===== config.mk =====
export PLATFORM = sky130hd
export DESIGN_NAME = lpw_wake_ctrl
export DESIGN_NICKNAME = d
export VERILOG_FILES = /design/src/rtl/lpw_pkg.sv /design/src/rtl/lpw_pick.sv /design/src/rtl/lpw_fsm.sv /design/src/rtl/lpw_wake_ctrl.sv
export SDC_FILE = /design/constraint.sdc
export NUM_CORES = 1
export LEC_CHECK = 0
export ABC_AREA = 1
export BUFFER_PORTS_ARGS = -buffer_cell sky130_fd_sc_hd__buf_2
export CAP_MARGIN = 30
export CORE_AREA = 4 4 48 50
export DETAILED_ROUTE_END_ITERATION = 8
export DIE_AREA = 0 0 52 54
export GPL_TIMING_DRIVEN = 0
export PLACE_DENSITY = 0.69
export SLEW_MARGIN = 20
export SYNTH_ARGS = -nofsm -noshare
export SYNTH_HDL_FRONTEND = slang
export SYNTH_SLANG_ARGS = --single-unit

===== constraint.sdc =====
create_clock -name clk -period 1.28 [get_ports clk]
set_input_delay 0.256 -clock clk [delete_from_list [all_inputs] [get_ports clk]]
set_output_delay 0.256 -clock clk [all_outputs]
set_load 0.01 [all_outputs]

===== src/rtl/lpw_pkg.sv =====
package lpw_pkg;

    typedef enum logic [1:0] {
        MODE_NORMAL = 2'd0,
        MODE_IDLE   = 2'd1,
        MODE_SLEEP  = 2'd2,
        MODE_STOP   = 2'd3
    } mode_t;

    typedef enum logic [2:0] {
        ST_NORMAL = 3'd0,
        ST_IDLE   = 3'd1,
        ST_SLEEP  = 3'd2,
        ST_STOP   = 3'd3,
        ST_PEND   = 3'd4
    } state_t;

endpackage


===== src/rtl/lpw_pick.sv =====
module lpw_pick
    import lpw_pkg::*;
#(
    parameter int N_IRQ = 4,
    parameter logic [3*N_IRQ-1:0] ELIG_MASK = '1,
    parameter int SRC_W = 3
) (
    input  mode_t              mode_i,
    input  logic [N_IRQ-1:0]   irq_i,
    input  logic [N_IRQ-1:0]   cpu_en_i,
    input  logic [N_IRQ-1:0]   cg_en_i,
    input  logic               wdt_nmi_i,
    input  logic               ext_nmi_i,
    output logic               hit_o,
    output logic [SRC_W-1:0]   src_o
);
    localparam int CODE_WDT = N_IRQ;
    localparam int CODE_EXT = N_IRQ + 1;

    logic [N_IRQ-1:0] elig;

    // per-line eligibility against the current low-power mode
    for (genvar g = 0; g < N_IRQ; g++) begin : g_elig
        logic in_idle, in_sleep, in_stop;
        assign in_idle  = (mode_i == MODE_IDLE)  & ELIG_MASK[3*g];
        assign in_sleep = (mode_i == MODE_SLEEP) & ELIG_MASK[3*g+1] & cg_en_i[g];
        assign in_stop  = (mode_i == MODE_STOP)  & ELIG_MASK[3*g+2] & cg_en_i[g];
        assign elig[g]  = irq_i[g] & cpu_en_i[g] & (in_idle | in_sleep | in_stop);
    end

    // later assignments carry higher priority
    always_comb begin
        hit_o = 1'b0;
        src_o = '0;
        for (int i = N_IRQ - 1; i >= 0; i--) begin
            if (elig[i]) begin
                hit_o = 1'b1;
                src_o = SRC_W'(i);
            end
        end
        if (wdt_nmi_i && mode_i == MODE_IDLE) begin
            hit_o = 1'b1;
            src_o = SRC_W'(CODE_WDT);
        end
        if (ext_nmi_i && mode_i != MODE_NORMAL) begin
            hit_o = 1'b1;
            src_o = SRC_W'(CODE_EXT);
        end
    end

endmodule


===== src/rtl/lpw_fsm.sv =====
module lpw_fsm
    import lpw_pkg::*;
#(
    parameter int N_IRQ = 4,
    parameter int SRC_W = 3
) (
    input  logic               clk,
    input  logic               rst_n,
    input  logic               enter_req_i,
    input  mode_t              enter_mode_i,
    input  logic               pin_reset_i,
    input  logic [N_IRQ-1:0]   irq_i,
    input  logic               hit_i,
    input  logic [SRC_W-1:0]   src_i,
    output mode_t              mode_o,
    output logic               wake_o,
    output logic [SRC_W-1:0]   wake_src_o,
    output logic               handle_req_o,
    output logic               warmup_hold_o
);
    localparam int CODE_WDT = N_IRQ;
    localparam int CODE_RST = N_IRQ + 2;

    state_t           state_q, state_n;
    logic [SRC_W-1:0] psrc_q, psrc_n;
    logic             wake_n, hand_n, hold_n;
    logic [SRC_W-1:0] wsrc_n;
    logic             lvl;
    logic             in_lp;

    assign in_lp = (state_q == ST_IDLE) || (state_q == ST_SLEEP) || (state_q == ST_STOP);

    // level of the line that caused the pending wake
    always_comb begin
        lvl = 1'b0;
        for (int i = 0; i < N_IRQ; i++) begin
            if (psrc_q == SRC_W'(i)) lvl = irq_i[i];
        end
    end

    // next-state and next-output logic
    always_comb begin
        state_n = state_q;
        psrc_n  = psrc_q;
        wake_n  = 1'b0;
        wsrc_n  = '0;
        hand_n  = 1'b0;
        hold_n  = pin_reset_i & (warmup_hold_o | (state_q == ST_STOP));
        if (pin_reset_i) begin
            state_n = ST_NORMAL;
            psrc_n  = '0;
            if (in_lp) begin
                wake_n = 1'b1;
                wsrc_n = SRC_W'(CODE_RST);
            end
        end else begin
            unique case (state_q)
                ST_NORMAL: begin
                    if (enter_req_i) begin
                        unique case (enter_mode_i)
                            MODE_NORMAL: state_n = ST_NORMAL;
                            MODE_IDLE:   state_n = ST_IDLE;
                            MODE_SLEEP:  state_n = ST_SLEEP;
                            MODE_STOP:   state_n = ST_STOP;
                        endcase
                    end
                end
                ST_IDLE, ST_SLEEP, ST_STOP: begin
                    if (hit_i) begin
                        state_n = ST_PEND;
                        psrc_n  = src_i;
                        wake_n  = 1'b1;
                        wsrc_n  = src_i;
                    end
                end
                ST_PEND: begin
                    state_n = ST_NORMAL;
                    hand_n  = (psrc_q >= SRC_W'(N_IRQ)) | lvl;
                    psrc_n  = '0;
                end
                default: state_n = ST_NORMAL;
            endcase
        end
    end

    // state register
    always_ff @(posedge clk or negedge rst_n) begin
        if (!rst_n) begin
            state_q <= ST_NORMAL;
            psrc_q  <= '0;
        end else begin
            state_q <= state_n;
            psrc_q  <= psrc_n;
        end
    end

    // output registers
    always_ff @(posedge clk or negedge rst_n) begin
        if (!rst_n) begin
            wake_o        <= 1'b0;
            wake_src_o    <= '0;
            handle_req_o  <= 1'b0;
            warmup_hold_o <= 1'b0;
        end else begin
            wake_o        <= wake_n;
            wake_src_o    <= wsrc_n;
            handle_req_o  <= hand_n;
            warmup_hold_o <= hold_n;
        end
    end

    always_comb begin
        unique case (state_q)
            ST_IDLE:  mode_o = MODE_IDLE;
            ST_SLEEP: mode_o = MODE_SLEEP;
            ST_STOP:  mode_o = MODE_STOP;
            default:  mode_o = MODE_NORMAL;
        endcase
    end

    assert_entry_needs_req_R2: assert property (@(posedge clk) disable iff (!rst_n)
        ($past(mode_o) == MODE_NORMAL && mode_o != MODE_NORMAL) |-> $past(enter_req_i));

    assert_wake_from_lp_R5: assert property (@(posedge clk) disable iff (!rst_n)
        wake_o |-> ($past(mode_o) != MODE_NORMAL && mode_o == MODE_NORMAL));

    assert_wdt_idle_only_R4: assert property (@(posedge clk) disable iff (!rst_n)
        (wake_o && wake_src_o == SRC_W'(CODE_WDT)) |-> $past(mode_o) == MODE_IDLE);

    assert_handle_after_wake_R7: assert property (@(posedge clk) disable iff (!rst_n)
        handle_req_o |-> $past(wake_o));

    assert_reset_no_handle_R8: assert property (@(posedge clk) disable iff (!rst_n)
        (wake_o && wake_src_o == SRC_W'(CODE_RST)) |=> !handle_req_o);

    assert_hold_from_stop_R9: assert property (@(posedge clk) disable iff (!rst_n)
        $rose(warmup_hold_o) |-> ($past(pin_reset_i) && $past(mode_o) == MODE_STOP));

endmodule


===== src/rtl/lpw_wake_ctrl.sv =====
module lpw_wake_ctrl
    import lpw_pkg::*;
#(
    parameter int N_IRQ = 4,
    parameter logic [3*N_IRQ-1:0] ELIG_MASK = 12'b110_001_011_111,
    localparam int SRC_W = $clog2(N_IRQ + 3)
) (
    input  logic               clk,
    input  logic               rst_n,
    input  logic               enter_req_i,
    input  logic [1:0]         enter_mode_i,
    input  logic [N_IRQ-1:0]   irq_i,
    input  logic [N_IRQ-1:0]   cpu_en_i,
    input  logic [N_IRQ-1:0]   cg_wake_en_i,
    input  logic               wdt_nmi_i,
    input  logic               ext_nmi_i,
    input  logic               pin_reset_i,
    output logic [1:0]         mode_o,
    output logic               wake_o,
    output logic [SRC_W-1:0]   wake_src_o,
    output logic               handle_req_o,
    output logic               warmup_hold_o
);
    mode_t            cur_mode;
    logic             hit;
    logic [SRC_W-1:0] hit_src;

    lpw_pick #(.N_IRQ(N_IRQ), .ELIG_MASK(ELIG_MASK), .SRC_W(SRC_W)) pick_i (
        .mode_i    (cur_mode),
        .irq_i     (irq_i),
        .cpu_en_i  (cpu_en_i),
        .cg_en_i   (cg_wake_en_i),
        .wdt_nmi_i (wdt_nmi_i),
        .ext_nmi_i (ext_nmi_i),
        .hit_o     (hit),
        .src_o     (hit_src)
    );

    lpw_fsm #(.N_IRQ(N_IRQ), .SRC_W(SRC_W)) fsm_i (
        .clk           (clk),
        .rst_n         (rst_n),
        .enter_req_i   (enter_req_i),
        .enter_mode_i  (mode_t'(enter_mode_i)),
        .pin_reset_i   (pin_reset_i),
        .irq_i         (irq_i),
        .hit_i         (hit),
        .src_i         (hit_src),
        .mode_o        (cur_mode),
        .wake_o        (wake_o),
        .wake_src_o    (wake_src_o),
        .handle_req_o  (handle_req_o),
        .warmup_hold_o (warmup_hold_o)
    );

    assign mode_o = cur_mode;

endmodule


Yosys cells after proc, flatten, opt, wreduce, memory -nomap -nowiden --
Cells that the tools add are included.
Operators by class: equality and inequality tests 15, bitwise operators 20, mux-type cells 35, reductions and logical operators 12, magnitude comparators 1
Operators with widths (number):
- $mux 3 | 14
- $mux 1 | 16
- $and 1x1->1 | 14
- $eq 3x2->1 const B | 4
- $pmux 3 s2 | 2
- $pmux 3 s4 | 1
- $eq 2x2->1 const B | 4
- $eq 3x1->1 const B | 2
- $logic_not 3->1 | 2
- $or 1x1->1 | 6
- $pmux 2 s3 | 1
- $eq 2x1->1 const B | 2
- $reduce_and 2->1 | 2
- $eq 3x3->1 const B | 1
- $ge 3x3->1 const B | 1
- $ne 3x2->1 const B | 1
- $ne 3x3->1 const B | 1
- $reduce_bool 3->1 | 1
- $reduce_or 3->1 | 1
- $logic_and 1x1->1 | 2
- $logic_not 2->1 | 1
- $logic_or 1x1->1 | 2
- $mux 2 | 1
- $reduce_bool 2->1 | 1
Word-level totals: bits of input ports 20, output and inout bits 8, word-level logic and storage cells 89, register bits 12

Depth between registers and ports, before layout --
Gate-level depths: netlist of run 1.
depth in word-level cells 15, depth in mapped cells 10, mapped depth without buffers 10

By module --
From an unflattened synthesis of run 1, not the netlist that was laid out.
Second synthesis, totals: cell total of the unflattened synthesis 103, area, all modules 723.2 sq um
Modules (own cells, without submodules):
- lpw_fsm | cells an instance 70, area each 573.0 sq um, sequential area each 300.3 sq um, times used 1
- lpw_pick | cells an instance 33, area each 150.1 sq um, sequential area each 0.0 sq um, times used 1

Worst setup path before layout of run 1 --
Ideal clock, no wire load.
kind register to register, start register fsm_i.state_q[1], end register fsm_i.state_q[0], buffers on the path 1, arrival 1.140 ns, clock period less this slack 1.257 ns, setup time 0.117 ns, cell stages (with the launch flop) 10, data required time 1.163 ns, setup slack 0.023 ns, path through dfrtp_1 > buf_6 > nand2_2 > nand2_4 > nand2_4 > nand2_2 > nor2_4 > nand3_4 > nand3_1 > nand2_1
On the way: cells in the longest elaborated chain, start to end 14, elaborated cells between the ends (all ways) 36, those cells by class 8 x eq/ne; 9 x mux; 13 x bitwise; 6 x reduce/logical
RTL lines:
- start, declared | RTL line lpw_fsm.sv:24 | state_t state_q, state_n;
- start signal, assigned | RTL line lpw_fsm.sv:92 | state_q <= state_n;
- $eq 3x2->1 or $eq 3x1->1 (tied branches) | RTL line lpw_fsm.sv:57, lpw_fsm.sv:113
- $pmux 2 s3 | RTL line lpw_fsm.sv:113 | unique case (state_q)
- $eq 2x2->1 (on tied branches) | RTL line lpw_pick.sv:26, lpw_pick.sv:27
- $and 1x1->1 (on tied branches) | RTL line lpw_pick.sv:26, lpw_pick.sv:27
- $or 1x1->1 | RTL line lpw_pick.sv:28 | assign elig[g] = irq_i[g] & cpu_en_i[g] & (in_idle | in_sleep | in_stop);
- $and 1x1->1 | RTL line lpw_pick.sv:28
- $mux 1 (4 in series) | RTL line lpw_pick.sv:36 | if (elig[i]) begin
- $mux 1 | RTL line lpw_pick.sv:41 | if (wdt_nmi_i && mode_i == MODE_IDLE) begin
- $mux 1 | RTL line lpw_pick.sv:45 | if (ext_nmi_i && mode_i != MODE_NORMAL) begin
- $ne 3x2->1 (no line)
- $reduce_and 2->1 (no line)
Several ways; a longest one is shown, not always the timed one. A chain may end at the register's enable or synchronous reset.

Final worst setup path of run 1 --
start register fsm_i.state_q[1], end register fsm_i.psrc_q[2]
On the way: cells in the longest elaborated chain, start to end 14, elaborated cells between the ends (all ways) 41, those cells by class 8 x eq/ne; 14 x mux; 13 x bitwise; 6 x reduce/logical
RTL lines:
- $eq 3x2->1 or $eq 3x1->1 (tied branches) | RTL line lpw_fsm.sv:57, lpw_fsm.sv:113
- $pmux 2 s3 | RTL line lpw_fsm.sv:113
- $eq 2x2->1 (on tied branches) | RTL line lpw_pick.sv:26, lpw_pick.sv:27
- $and 1x1->1 (on tied branches) | RTL line lpw_pick.sv:26, lpw_pick.sv:27
- $or 1x1->1 | RTL line lpw_pick.sv:28
- $and 1x1->1 | RTL line lpw_pick.sv:28
- $mux 1 (4 in series) | RTL line lpw_pick.sv:36
- $mux 1 | RTL line lpw_pick.sv:41
- $mux 1 | RTL line lpw_pick.sv:45
- $ne 3x2->1 (no line)
- $reduce_and 2->1 (no line)
- end signal, assigned | RTL line lpw_fsm.sv:93 | psrc_q <= psrc_n;
- end, declared | RTL line lpw_fsm.sv:25 | logic [SRC_W-1:0] psrc_q, psrc_n;
Several ways; a longest one is shown, not always the timed one. The select of a mux whose other input is x is not followed.

==> impl_metrics.sql, run 1 <==
INSERT INTO impl_metrics (metric_group, metric, value, unit) VALUES
('power', 'power_switching', '1.006', 'mW'),
('setup_path', 'path_class', 'reg2reg', ''),
('floorplanning', 'dieWidth', '52', 'µm'),
('run', 'max_cap_viol_count', '0', ''),
('timing', 'timing_hold_violations_final', '0', ''),
('power', 'clockPowerShare', '13.5', '%'),
('hold_path', 'hp-class', 'in2reg', ''),
('floorplanning', 'core_region_area', '1902', 'µm²'),
('yosys', 'synth_seq_area_share', '42.48', '%'),
('timing', 'hold-worst-slack', '0.2985', 'ns'),
('routing', 'antenna_left', '0', ''),
('timing', 'timing_max_transition_violations_final', '0', ''),
('setup_path', 'critical_path.endpoint_type', 'flip-flop', ''),
('routing', 'drcViolationCount', '0', ''),
('power', 'vdd_drop_max', '0.0008090', 'V'),
('setup_path', 'critical_path_arrival', '1.57', 'ns'),
('timing', 'min_period_over_period', '105.3', '%'),
('setup_path', 'startpoint_class_of_the_critical_path', 'flip-flop', ''),
('final_layout', 'post_route_cells_drive_above_1_share', '43.31', '%'),
('routing', 'post_drt_via_cell_ratio', '4.688', ''),
('floorplanning', 'floorplan.initialDensity', '37.17', '%'),
('routing', 'postRouteWirelength', '1740', 'µm'),
('yosys', 'cell_type_with_the_largest_total_area_after_synthesis', 'sky130_fd_sc_hd__dfrtp_1', ''),
('timing', 'final_critical_path_setup_slack', '-0.06815', 'ns'),
('floorplanning', 'io_pins', '28', ''),
('timing', 'worst_pin_slew', '0.3541', 'ns'),
('routing', 'first_pass_iters', '4', ''),
('clock_tree', 'cts_max_level', '1', ''),
('status', 'failed_checks', 'negative setup slack', ''),
('yosys', 'synth.top_cell.area_share', '42.48', '%'),
('routing', 'route.detailed.wl_per_inst', '11.30', 'µm'),
('grt', 'antenna_found_initial', '0', ''),
('grt', 'grt_remaining_overflow', '0', ''),
('timing', 'fin_clk_skew', '0.001778', 'ns'),
('yosys', 'yosys_register_bits', '12', ''),
('grt', 'grt_first_pass_wirelength', '2656', 'µm'),
('final_layout', 'layout_common_cells', 'sky130_fd_sc_hd__nand2_1, sky130_fd_sc_hd__buf_2, sky130_fd_sc_hd__dfrtp_1, sky130_fd_sc_hd__inv_1, sky130_fd_sc_hd__buf_4', ''),
('final_layout', 'num_antenna_cells', '0', ''),
('timing', 'final_period_minus_worst_setup_slack', '1.348', 'ns'),
('clock_tree', 'cts_buffers', '3', ''),
('setup_path', 'crit_fanout', '7', ''),
('placed_design', 'placement.setup.worst_slack', '-0.1005', 'ns'),
('power', 'pwr-share-comb', '60.9', '%'),
('timing', 'grt_setup_unrepaired', 'yes', ''),
('placed_design', 'globalplace.congestion', '0.7507', ''),
('yosys', 'synthesis.area', '706.9', 'µm²'),
('setup_path', 'cp.required', '1.51', 'ns'),
('status', 'status', 'finished with violations', ''),
('clock_tree', 'clkTransAtPathRegs', '0.08', 'ns'),
('power', 'p_int', '1.302', 'mW'),
('final_layout', 'layout.cells.most_common', 'sky130_fd_sc_hd__nand2_1', ''),
('power', 'share_seq_of_total_power', '25.6', '%'),
('yosys', 'synth.yosys.warnings', '0', ''),
('yosys', 'synth_cell_type_count', '21', ''),
('yosys', 'syn_avg_cell_area', '7.855', 'µm²'),
('placed_design', 'io_buffers', '25', ''),
('final_layout', 'signed_area_change_from_the_synthesized_netlist_to_the_final_layout', '44.07', '%'),
('grt', 'vias_in_the_first_global_route', '653', ''),
('clock_tree', 'cts_tree', 'yes', ''),
('floorplanning', 'die_height', '54', 'µm'),
('routing', 'route.vias.total', '722', ''),
('power', 'p_leak', '0.5992', 'nW'),
('final_layout', 'final_nets', '148', ''),
('power', 'switching_share_of_total_power', '43.58', '%'),
('floorplanning', 'floorplan.rows', '16', ''),
('clock_tree', 'ctsLongestPathBuffers', '2', ''),
('clock_tree', 'clkSinkCount', '12', ''),
('yosys', 'synth_cells', '90', ''),
('clock_tree', 'clock_latency', '0.28', 'ns'),
('placed_design', 'hpwl', '1310', 'µm'),
('timing', 'maxSlewHeadroom', '76.40', '%'),
('power', 'powerDensity', '2265', 'nW/µm²'),
('yosys', 'syn-num-nets', '110', ''),
('clock_tree', 'ctsRootBufferMaster', 'sky130_fd_sc_hd__clkbuf_4', ''),
('grt', 'grtUsageTotal', '12.93', '%'),
('timing', 'fmax', '0.7418', 'GHz'),
('timing', 'report.final.setup_viol', '10', ''),
('routing', 'dr.first_iter.drc_count', '16', ''),
('yosys', 'synth.top_cells.by_area', 'sky130_fd_sc_hd__dfrtp_1, sky130_fd_sc_hd__nand2_1, sky130_fd_sc_hd__nand2_2', ''),
('grt', 'pin_count_of_the_biggest_net_entering_global_routing', '13', ''),
('floorplanning', 'die_area', '2808', 'µm²');
[power by group through the flow]
stage          sequential [mW]  clock, mW  combinational, mW
6_report                 0.591      0.310               1.41
5_1_grt                  0.609      0.327               1.55
4_1_cts                  0.589      0.309               1.28
3_5_place_dp             0.606          0               1.03
3_3_place_gp             0.606          0               1.01
2_1_floorplan            0.625          0              0.766
[per-stage QoR]
stage / util, % / cells / total power, mW / cell area, µm² / setup TNS [ns]
2_1_floorplan: - / 90 / 1.391 / 706.9 / 0
3_3_place_gp: 45.53 / 142 / 1.621 / 865.8 / -0.4064
3_5_place_dp: 45.53 / 142 / 1.637 / 865.8 / -0.5115
4_1_cts: 51.71 / 152 / 2.176 / 983.4 / -0.3034
5_1_grt: 53.55 / 154 / 2.489 / 1018 / -1.240
6_report: 53.55 / 154 / 2.307 / 1018 / -0.4627
[synthesized netlist by cell type (all sizes together)]
master and instances:
nand2 35, dfrtp 12, inv 11, nor2 9, nand3 7, a21oi 4, a31oi 3, nor3 3
o21ai 2, buf 1, clkbuf 1, nand3b 1, o21a 1
[worst max-delay path, cell delays in order (launching register included)]
cell	delay (ns)
sky130_fd_sc_hd__dfrtp_1	0.38
sky130_fd_sc_hd__buf_6	0.14
sky130_fd_sc_hd__nand2_4	0.11
sky130_fd_sc_hd__nand2_8	0.08
sky130_fd_sc_hd__nand2_4	0.07
sky130_fd_sc_hd__nand2_2	0.06
sky130_fd_sc_hd__nor2_4	0.15
sky130_fd_sc_hd__nand3_4	0.12
sky130_fd_sc_hd__nand2_4	0.09
sky130_fd_sc_hd__nand2_1	0.05
sky130_fd_sc_hd__nand2_1	0.05
[final cells by class]
| type | instances | area, µm² |
|---|---|---|
| buffer | 2 | 15.01 |
| multi-input combinational | 65 | 397.9 |
| tap | 27 | 33.78 |
| fill | 164 | 883.3 |
| inverter | 11 | 41.29 |
| clock buffer | 4 | 36.28 |
| timing repair buffer | 33 | 193.9 |
| sequential | 12 | 300.3 |
[kinds of logic (layout without fill, tap and decap cells)]
| logic type | count (synthesis) | in the layout | synth area share, % |
|---|---|---|---|
| AO/OA/AOI/OAI | 10 | 10 | 8.850 |
| flip-flops | 12 | 12 | 42.48 |
| AND/OR/NAND/NOR | 55 | 55 | 40.71 |
| buffers and inverters | 13 | 50 | 7.964 |
[path summary, 6_finish.rpt]
kind / start / end / slack (ns) / cells after the start
worst min register to register: fsm_i.psrc_q[2]$_DFFE_PN0P_ / fsm_i.psrc_q[2]$_DFFE_PN0P_ / 0.49 / 2
worst max register to register: fsm_i.state_q[1]$_DFFE_PN0P_ / fsm_i.psrc_q[2]$_DFFE_PN0P_ / -0.07 / 10
max in group asynchronous: rst_n / fsm_i.psrc_q[0]$_DFFE_PN0P_ / 0.70 / 2
worst min-delay path: enter_mode_i[1] / fsm_i.state_q[1]$_DFFE_PN0P_ / 0.30 / 5
min in group asynchronous: rst_n / fsm_i.state_q[2]$_DFFE_PN0P_ / 0.37 / 2
worst max-delay path: fsm_i.state_q[1]$_DFFE_PN0P_ / fsm_i.psrc_q[2]$_DFFE_PN0P_ / -0.07 / 10
[sequential cells by signal, summed over array words and instances, names as in the netlist]
| name | count |
|---|---|
| fsm_i.warmup_hold_o | 1 |
| fsm_i.wake_o | 1 |
| fsm_i.wake_src_o | 3 |
| fsm_i.state_q | 3 |
| fsm_i.handle_req_o | 1 |
| fsm_i.psrc_q | 3 |
[per-layer routing]
| layer | GRT usage, % | part of all wire [%] | vias to the layer above | routed length, µm |
|---|---|---|---|---|
| li1 | - | - | 360 | - |
| met1 | 14.17 | 40 | 330 | 696 |
| met2 | 24.06 | 51 | 29 | 888 |
| met3 | 1.108 | 6.7 | 3 | 117 |
| met4 | 7.860 | 2.2 | 0 | 38 |
| met5 | 0 | 0 | - | 0 |
[timing repair]
action	CTS	global route
buffers inserted	5	2
hold endpoints to repair	12	0
cloned	0	0
resized for setup	6	3
setup endpoints to repair	8	11
pin swaps	3	1
hold buffers	1	0
Power figures use the tool's default switching activity.
==> run 2, diff against run 1 <==
- PLACE_DENSITY: 0.69 -> 0.66
- clock period: 1.28 -> 1.6 ns (I/O delays scaled with it)
==> impl_metrics.sql, run 2 (synthesis gave the netlist of run 1 again) <==
INSERT INTO impl_metrics (metric_group, metric, value, unit) VALUES
('status', 'status', 'complete, no violations', ''),
('final_layout', 'fin_util', '47.96', '%'),
('clock_tree', 'clkSinkCount', '12', ''),
('clock_tree', 'clock_latency', '0.27', 'ns'),
('clock_tree', 'cts_max_level', '1', ''),
('routing', 'dr.first_iter.drc_count', '8', ''),
('timing', 'fin_clk_skew', '0.001882', 'ns'),
('routing', 'route.detailed.wl_per_inst', '10.69', 'µm'),
('floorplanning', 'core_region_area', '1902', 'µm²'),
('grt', 'antenna_found_initial', '0', ''),
('final_layout', 'post_route_cells_drive_above_1_share', '39.17', '%'),
('final_layout', 'final_nets', '141', ''),
('clock_tree', 'ctsLongestPathBuffers', '2', ''),
('routing', 'post_drt_via_cell_ratio', '4.429', ''),
('timing', 'fmax', '0.7103', 'GHz'),
('power', 'clockPowerShare', '15.5', '%'),
('grt', 'grt_remaining_overflow', '0', ''),
('power', 'vdd_drop_max', '0.0005797', 'V'),
('routing', 'postRouteWirelength', '1572', 'µm'),
('placed_design', 'io_buffers', '25', ''),
('routing', 'first_pass_iters', '4', ''),
('timing', 'timing_hold_violations_final', '0', ''),
('floorplanning', 'die_height', '54', 'µm'),
('power', 'power_switching', '685.3', 'µW'),
('grt', 'grt_first_pass_wirelength', '2718', 'µm'),
('clock_tree', 'clkTransAtPathRegs', '0.08', 'ns'),
('grt', 'grtUsageTotal', '12.90', '%'),
('timing', 'final_period_minus_worst_setup_slack', '1.408', 'ns'),
('setup_path', 'cp.required', '1.81', 'ns'),
('timing', 'min_period_over_period', '87.99', '%'),
('power', 'pwr-share-comb', '53.3', '%'),
('floorplanning', 'io_pins', '28', ''),
('floorplanning', 'floorplan.initialDensity', '37.17', '%'),
('run', 'max_cap_viol_count', '0', ''),
('final_layout', 'signed_area_change_from_the_synthesized_netlist_to_the_final_layout', '29.03', '%'),
('hold_path', 'hp-class', 'in2reg', ''),
('timing', 'maxSlewHeadroom', '78.30', '%'),
('floorplanning', 'dieWidth', '52', 'µm'),
('timing', 'timing.setup.tns', '0', 'ns'),
('final_layout', 'layout_common_cells', 'sky130_fd_sc_hd__nand2_1, sky130_fd_sc_hd__buf_2, sky130_fd_sc_hd__dfrtp_1, sky130_fd_sc_hd__inv_1, sky130_fd_sc_hd__nand2_2', ''),
('timing', 'report.final.setup_viol', '0', ''),
('power', 'p_leak', '0.5447', 'nW'),
('placed_design', 'hpwl', '1283', 'µm'),
('final_layout', 'reg_top3', 'fsm_i.psrc_q: 3 flops, fsm_i.state_q: 3 flops, fsm_i.wake_src_o: 3 flops', ''),
('timing', 'worst_pin_slew', '0.3244', 'ns'),
('clock_tree', 'ctsRootBufferMaster', 'sky130_fd_sc_hd__clkbuf_4', ''),
('placed_design', 'globalplace.congestion', '0.7324', ''),
('clock_tree', 'cts_buffers', '3', ''),
('timing', 'timing_max_transition_violations_final', '0', ''),
('clock_tree', 'cts_tree', 'yes', ''),
('routing', 'antenna_left', '0', ''),
('setup_path', 'startpoint_class_of_the_critical_path', 'flip-flop', ''),
('setup_path', 'crit_fanout', '8', ''),
('final_layout', 'num_antenna_cells', '0', ''),
('routing', 'drcViolationCount', '0', ''),
('floorplanning', 'floorplan.rows', '16', ''),
('routing', 'route.vias.total', '651', ''),
('power', 'share_seq_of_total_power', '31.2', '%'),
('power', 'switching_share_of_total_power', '44.36', '%'),
('grt', 'pin_count_of_the_biggest_net_entering_global_routing', '13', ''),
('timing', 'grt_setup_unrepaired', 'no', ''),
('setup_path', 'critical_path.endpoint_type', 'flip-flop', ''),
('power', 'powerDensity', '1693', 'nW/µm²'),
('setup_path', 'critical_path_arrival', '1.62', 'ns'),
('power', 'p_int', '859.4', 'µW'),
('setup_path', 'path_class', 'reg2reg', ''),
('floorplanning', 'die_area', '2808', 'µm²'),
('grt', 'vias_in_the_first_global_route', '676', '');
[run 2: final cells by class]
| class | instances | area [µm²] |
|---|---|---|
| plain buffers | 2 | 15.01 |
| clock buffers | 4 | 36.28 |
| fillers | 195 | 989.7 |
| inverters | 11 | 41.29 |
| multi-input cells | 65 | 350.3 |
| flip-flops and latches | 12 | 300.3 |
| well taps | 27 | 33.78 |
| repair buffers | 26 | 135.1 |
[run 2: stage by stage]
stage | area [µm²] | setup slack [ns] | power (mW) | hold WS (ns) | instances
3_5_place_dp | 865.8 | 0.2022 | 1.318 | 0.2121 | 142
5_1_grt | 912.1 | 0.04330 | 1.697 | 0.4053 | 147
3_3_place_gp | 865.8 | 0.2442 | 1.301 | 0.2060 | 142
2_1_floorplan | 706.9 | 0.3430 | 1.113 | 0.02441 | 90
4_1_cts | 912.1 | 0.1764 | 1.559 | 0.3875 | 147
6_report | 912.1 | 0.1921 | 1.545 | 0.3934 | 147
[run 2: worst max-delay path, stage by stage (launching register included)]
cell and delay [ns]:
sky130_fd_sc_hd__dfrtp_1 0.37, sky130_fd_sc_hd__buf_6 0.13, sky130_fd_sc_hd__nand2_2 0.11, sky130_fd_sc_hd__nor2_1 0.07, sky130_fd_sc_hd__a31oi_2 0.29, sky130_fd_sc_hd__nand3_4 0.14, sky130_fd_sc_hd__nand2_2 0.11, sky130_fd_sc_hd__nand2_1 0.06
sky130_fd_sc_hd__nand2_1 0.06
[run 2: power groups by stage]
stage               clock (mW)  sequential [mW]  combinational (mW)
finish                   0.239            0.482               0.824
global route             0.263            0.498               0.936
CTS                      0.241            0.482               0.836
detailed placement           0            0.488               0.830
global placement             0            0.485               0.816
floorplan                    0            0.500               0.612
[run 2: per-layer routing]
metal  track usage [%]  wire [µm]  vias to the layer above
li1                  -          -                      342
met1             15.62        658                      283
met2             23.43        764                       24
met3             1.108        133                        2
met4             5.240         14                        0
met5                 0          0                        -
[run 2: timing repair]
item | CTS | global route
gates resized for setup | 0 | 0
hold endpoints to repair | 12 | 0
buffers inserted | 0 | 0
hold buffers | 1 | 0
[run 2: path summary, 6_finish.rpt]
| kind | startpoint | end | slack [ns] | depth (start not counted) |
|---|---|---|---|---|
| worst max-delay path | fsm_i.state_q[1]$_DFFE_PN0P_ | fsm_i.psrc_q[2]$_DFFE_PN0P_ | 0.19 | 8 |
| max in group asynchronous | rst_n | fsm_i.state_q[0]$_DFFE_PN0P_ | 0.92 | 2 |
| worst min register to register | fsm_i.psrc_q[1]$_DFFE_PN0P_ | fsm_i.psrc_q[1]$_DFFE_PN0P_ | 0.50 | 2 |
| min in group asynchronous | rst_n | fsm_i.wake_o$_DFF_PN0_ | 0.46 | 2 |
| worst max register to register | fsm_i.state_q[1]$_DFFE_PN0P_ | fsm_i.psrc_q[2]$_DFFE_PN0P_ | 0.19 | 8 |
| worst min-delay path | enter_mode_i[0] | fsm_i.state_q[0]$_DFFE_PN0P_ | 0.39 | 5 |
==> run 3, diff against run 2 <==
- PLACE_DENSITY: 0.66 -> 0.67
- SYNTH_HIERARCHICAL: not set -> 1
==> impl_metrics.sql, run 3 <==
INSERT INTO impl_metrics (metric_group, metric, value, unit) VALUES
('status', 'status', 'finished with violations', ''),
('status', 'failed_checks', 'negative setup slack', ''),
('grt', 'antenna_found_initial', '0', ''),
('clock_tree', 'clkSinkCount', '12', ''),
('setup_path', 'crit_path_max_incr_delay', '0.45', 'ns'),
('power', 'vdd_drop_max', '0.0008768', 'V'),
('grt', 'vias_in_the_first_global_route', '701', ''),
('clock_tree', 'clkTransAtPathRegs', '0.08', 'ns'),
('yosys', 'synth.top_cells.by_area', 'sky130_fd_sc_hd__dfrtp_1, sky130_fd_sc_hd__nand2_1, sky130_fd_sc_hd__inv_1', ''),
('setup_path', 'crit_fanout', '5', ''),
('timing', 'min_period_over_period', '104.2', '%'),
('setup_path', 'startpoint_class_of_the_critical_path', 'flip-flop', ''),
('clock_tree', 'cts_tree', 'yes', ''),
('yosys', 'number_of_flops_mapped_to_enable_cells_by_yosys', '0', ''),
('yosys', 'synth-main-ff-cell', 'sky130_fd_sc_hd__dfrtp_1', ''),
('clock_tree', 'ctsLongestPathBuffers', '2', ''),
('floorplanning', 'floorplan.rows', '16', ''),
('clock_tree', 'clock_latency', '0.28', 'ns'),
('setup_path', 'worst_path_max_delay_cell', 'sky130_fd_sc_hd__dfrtp_2', ''),
('clock_tree', 'cts_buffers', '3', ''),
('final_layout', 'layout_common_cells', 'sky130_fd_sc_hd__nand2_1, sky130_fd_sc_hd__buf_2, sky130_fd_sc_hd__inv_1, sky130_fd_sc_hd__nor2_1, sky130_fd_sc_hd__dfrtp_1', ''),
('setup_path', 'origin_of_the_critical_flop_to_flop_path', 'fsm_i/state_q[2]$_DFFE_PN0P_', ''),
('yosys', 'synth.cells.most_frequent', 'sky130_fd_sc_hd__nand2_1, sky130_fd_sc_hd__inv_1, sky130_fd_sc_hd__nor2_1, sky130_fd_sc_hd__dfrtp_1, sky130_fd_sc_hd__nand3_1', ''),
('setup_path', 'worst_setup_path_endpoint', 'fsm_i/state_q[1]$_DFFE_PN0P_', ''),
('yosys', 'yosysMostFrequentCell', 'sky130_fd_sc_hd__nand2_1', ''),
('setup_path', 'reg_to_reg_setup_timing_slack', '-0.07', 'ns'),
('floorplanning', 'die_height', '54', 'µm'),
('setup_path', 'crit_path_cell_trace', 'nor2_4, inv_2, nand2_4, nand2_4, nand2_2, nand2_1, nor2_1, nand2_2, nor2_2, nand2_2, nand3_1, nand2_1', ''),
('floorplanning', 'die_area', '2808', 'µm²'),
('clock_tree', 'cts_max_level', '1', ''),
('grt', 'grtUsageTotal', '13.45', '%'),
('routing', 'post_drt_via_cell_ratio', '4.474', ''),
('setup_path', 'cp.required', '1.78', 'ns'),
('setup_path', 'critical_path.reg2reg.endpoint', 'fsm_i/state_q[1]$_DFFE_PN0P_', ''),
('placed_design', 'post-place-cells', '156', ''),
('timing', 'fmax', '0.5995', 'GHz'),
('setup_path', 'worstSetupStartpoint', 'fsm_i/state_q[2]$_DFFE_PN0P_', ''),
('floorplanning', 'floorplan.initialDensity', '38.03', '%'),
('yosys', 'syn-num-nets', '123', ''),
('timing', 'timing_max_transition_violations_final', '0', ''),
('power', 'powerDensity', '1698', 'nW/µm²'),
('floorplanning', 'core_region_area', '1902', 'µm²'),
('yosys', 'ys_async_sr_fraction', '100.0', '%'),
('final_layout', 'num_antenna_cells', '0', ''),
('run', 'max_cap_viol_count', '0', ''),
('floorplanning', 'io_pins', '28', ''),
('placed_design', 'globalplace.congestion', '0.7749', ''),
('setup_path', 'path_class', 'reg2reg', ''),
('yosys', 'synth_cell_type_count', '15', ''),
('timing', 'hold-worst-slack', '0.3403', 'ns'),
('timing', 'maxSlewHeadroom', '82.22', '%'),
('hold_path', 'hp-class', 'in2reg', ''),
('final_layout', 'final_nets', '167', ''),
('routing', 'postRouteWirelength', '1801', 'µm'),
('routing', 'dr.first_iter.drc_count', '7', ''),
('yosys', 'yosys_register_bits', '12', ''),
('final_layout', 'final_cells', '173', ''),
('grt', 'grt_first_pass_wirelength', '2739', 'µm'),
('routing', 'route.vias.total', '774', ''),
('placed_design', 'placed_cell_area', '902.1', 'µm²'),
('setup_path', 'cpMostUsedCell', 'sky130_fd_sc_hd__nand2_2', ''),
('clock_tree', 'ctsRootBufferMaster', 'sky130_fd_sc_hd__clkbuf_4', ''),
('yosys', 'synthesis.area', '723.2', 'µm²'),
('final_layout', 'reg_top3', 'fsm_i/psrc_q: 3 flops, fsm_i/state_q: 3 flops, fsm_i/wake_src_o: 3 flops', ''),
('routing', 'drcViolationCount', '0', ''),
('final_layout', 'fin_area', '1094', 'µm²'),
('setup_path', 'critical_path_arrival', '1.85', 'ns'),
('timing', 'final_period_minus_worst_setup_slack', '1.668', 'ns'),
('yosys', 'synth.top_cell.area_share', '41.52', '%'),
('yosys', 'synth_cells', '103', ''),
('timing', 'final_critical_path_setup_slack', '-0.06794', 'ns'),
('routing', 'antenna_left', '0', ''),
('final_layout', 'layout.cells.most_common', 'sky130_fd_sc_hd__nand2_1', ''),
('yosys', 'synth_seq_area_share', '41.52', '%'),
('timing', 'grt_setup_unrepaired', 'yes', ''),
('yosys', 'synth.yosys.warnings', '6', ''),
('yosys', 'cell_type_with_the_largest_total_area_after_synthesis', 'sky130_fd_sc_hd__dfrtp_1', ''),
('placed_design', 'hpwl', '1289', 'µm'),
('grt', 'pin_count_of_the_biggest_net_entering_global_routing', '13', ''),
('final_layout', 'signed_area_change_from_the_synthesized_netlist_to_the_final_layout', '51.21', '%'),
('placed_design', 'io_buffers', '26', ''),
('timing', 'report.final.setup_viol', '6', ''),
('final_layout', 'post_route_cells_drive_above_1_share', '45.89', '%'),
('power', 'p_leak', '0.6149', 'nW'),
('yosys', 'syn_avg_cell_area', '7.021', 'µm²'),
('timing', 'timing.setup.tns', '-0.2449', 'ns'),
('grt', 'grt_remaining_overflow', '0', ''),
('routing', 'route.detailed.wl_per_inst', '10.41', 'µm'),
('setup_path', 'critical_path.endpoint_type', 'flip-flop', ''),
('floorplanning', 'dieWidth', '52', 'µm'),
('setup_path', 'worst_r2r_path_depth', '12', ''),
('timing', 'timing_hold_violations_final', '0', ''),
('timing', 'fin_clk_skew', '0.006881', 'ns'),
('timing', 'worst_pin_slew', '0.2668', 'ns'),
('routing', 'first_pass_iters', '4', '');
-- run 3: cell types whose count changed after synthesis, sizes merged, moves of 2 or more --
cell	before	now
a31oi	3	0
inv	11	16
nand3	7	9
nand4	0	3
nor2	9	19
nor3	3	0
-- run 3: power by group --
part	total, mW	leakage (nW)	internal [mW]	switching (mW)
logic	1.18	0.432	0.513	0.665
registers	0.433	0.162	0.384	0.0487
clock network	0.245	0.0210	0.139	0.107
-- run 3: cells by family after synthesis --
kind of cell | after synthesis | share of synthesized area (%)
flip-flops | 12 | 41.52
AND/OR/NAND/NOR | 67 | 44.29
buffers and inverters | 16 | 8.305
AO/OA/AOI/OAI | 8 | 5.882
-- run 3: how the worst min path moves through the flow --
stage,start,end,slack (ns),depth (start not counted)
6_report,enter_mode_i[0],fsm_i/state_q[0]$_DFFE_PN0P_,0.34,5
5_1_grt,enter_mode_i[1],fsm_i/state_q[1]$_DFFE_PN0P_,0.35,5
4_1_cts,pin_reset_i,fsm_i/state_q[2]$_DFFE_PN0P_,0.29,2
3_5_place_dp,rst_n,fsm_i/wake_src_o[0]$_DFF_PN0_,0.21,1
3_3_place_gp,rst_n,fsm_i/wake_src_o[0]$_DFF_PN0_,0.21,1
2_1_floorplan,rst_n,fsm_i/handle_req_o$_DFF_PN0_,0.02,0
-- run 3: critical path, delay by kind of cell, from the launching register on --
| kind | cells | cell delay (ns) |
|---|---|---|
| flops | 1 | 0.45 |
| simple gates | 11 | 1.06 |
| buf+inv | 1 | 0.06 |
-- run 3: area by class of cell --
class	instances	area, µm²
Fill cell	173	808.3
Timing Repair Buffer	39	252.7
Inverter	16	60.06
Multi-Input combinational cell	75	409.1
Sequential cell	12	301.5
Clock buffer	4	36.28
Tap cell	27	33.78
-- run 3: metal layers --
metal  track usage, %  part of all wire [%]  up-vias
met2            25.52                    56       12
met5                0                     0        -
met3            4.986                   3.5        4
met4            5.240                   1.6        0
li1                 -                     -      404
met1            13.13                    38      354
-- run 3: stage by stage --
stage          power [mW]  setup WS, ns  util, %
6_report            1.857      -0.06794    57.50
5_1_grt             2.006       -0.1976    57.50
4_1_cts             1.638     -0.006106    52.70
3_5_place_dp        1.262      -0.07428    47.43
3_3_place_gp        1.241      -0.04202    47.43
2_1_floorplan       1.068       0.05161        -
-- run 3: timing repair --
item                                    4_1_cts  5_1_grt
gates resized for setup                       4       10
endpoints found under the hold margin        12        0
hold buffers                                  1        0
endpoints found under the setup margin        6        9
pin swaps                                    12       11
buffers inserted                              6        6
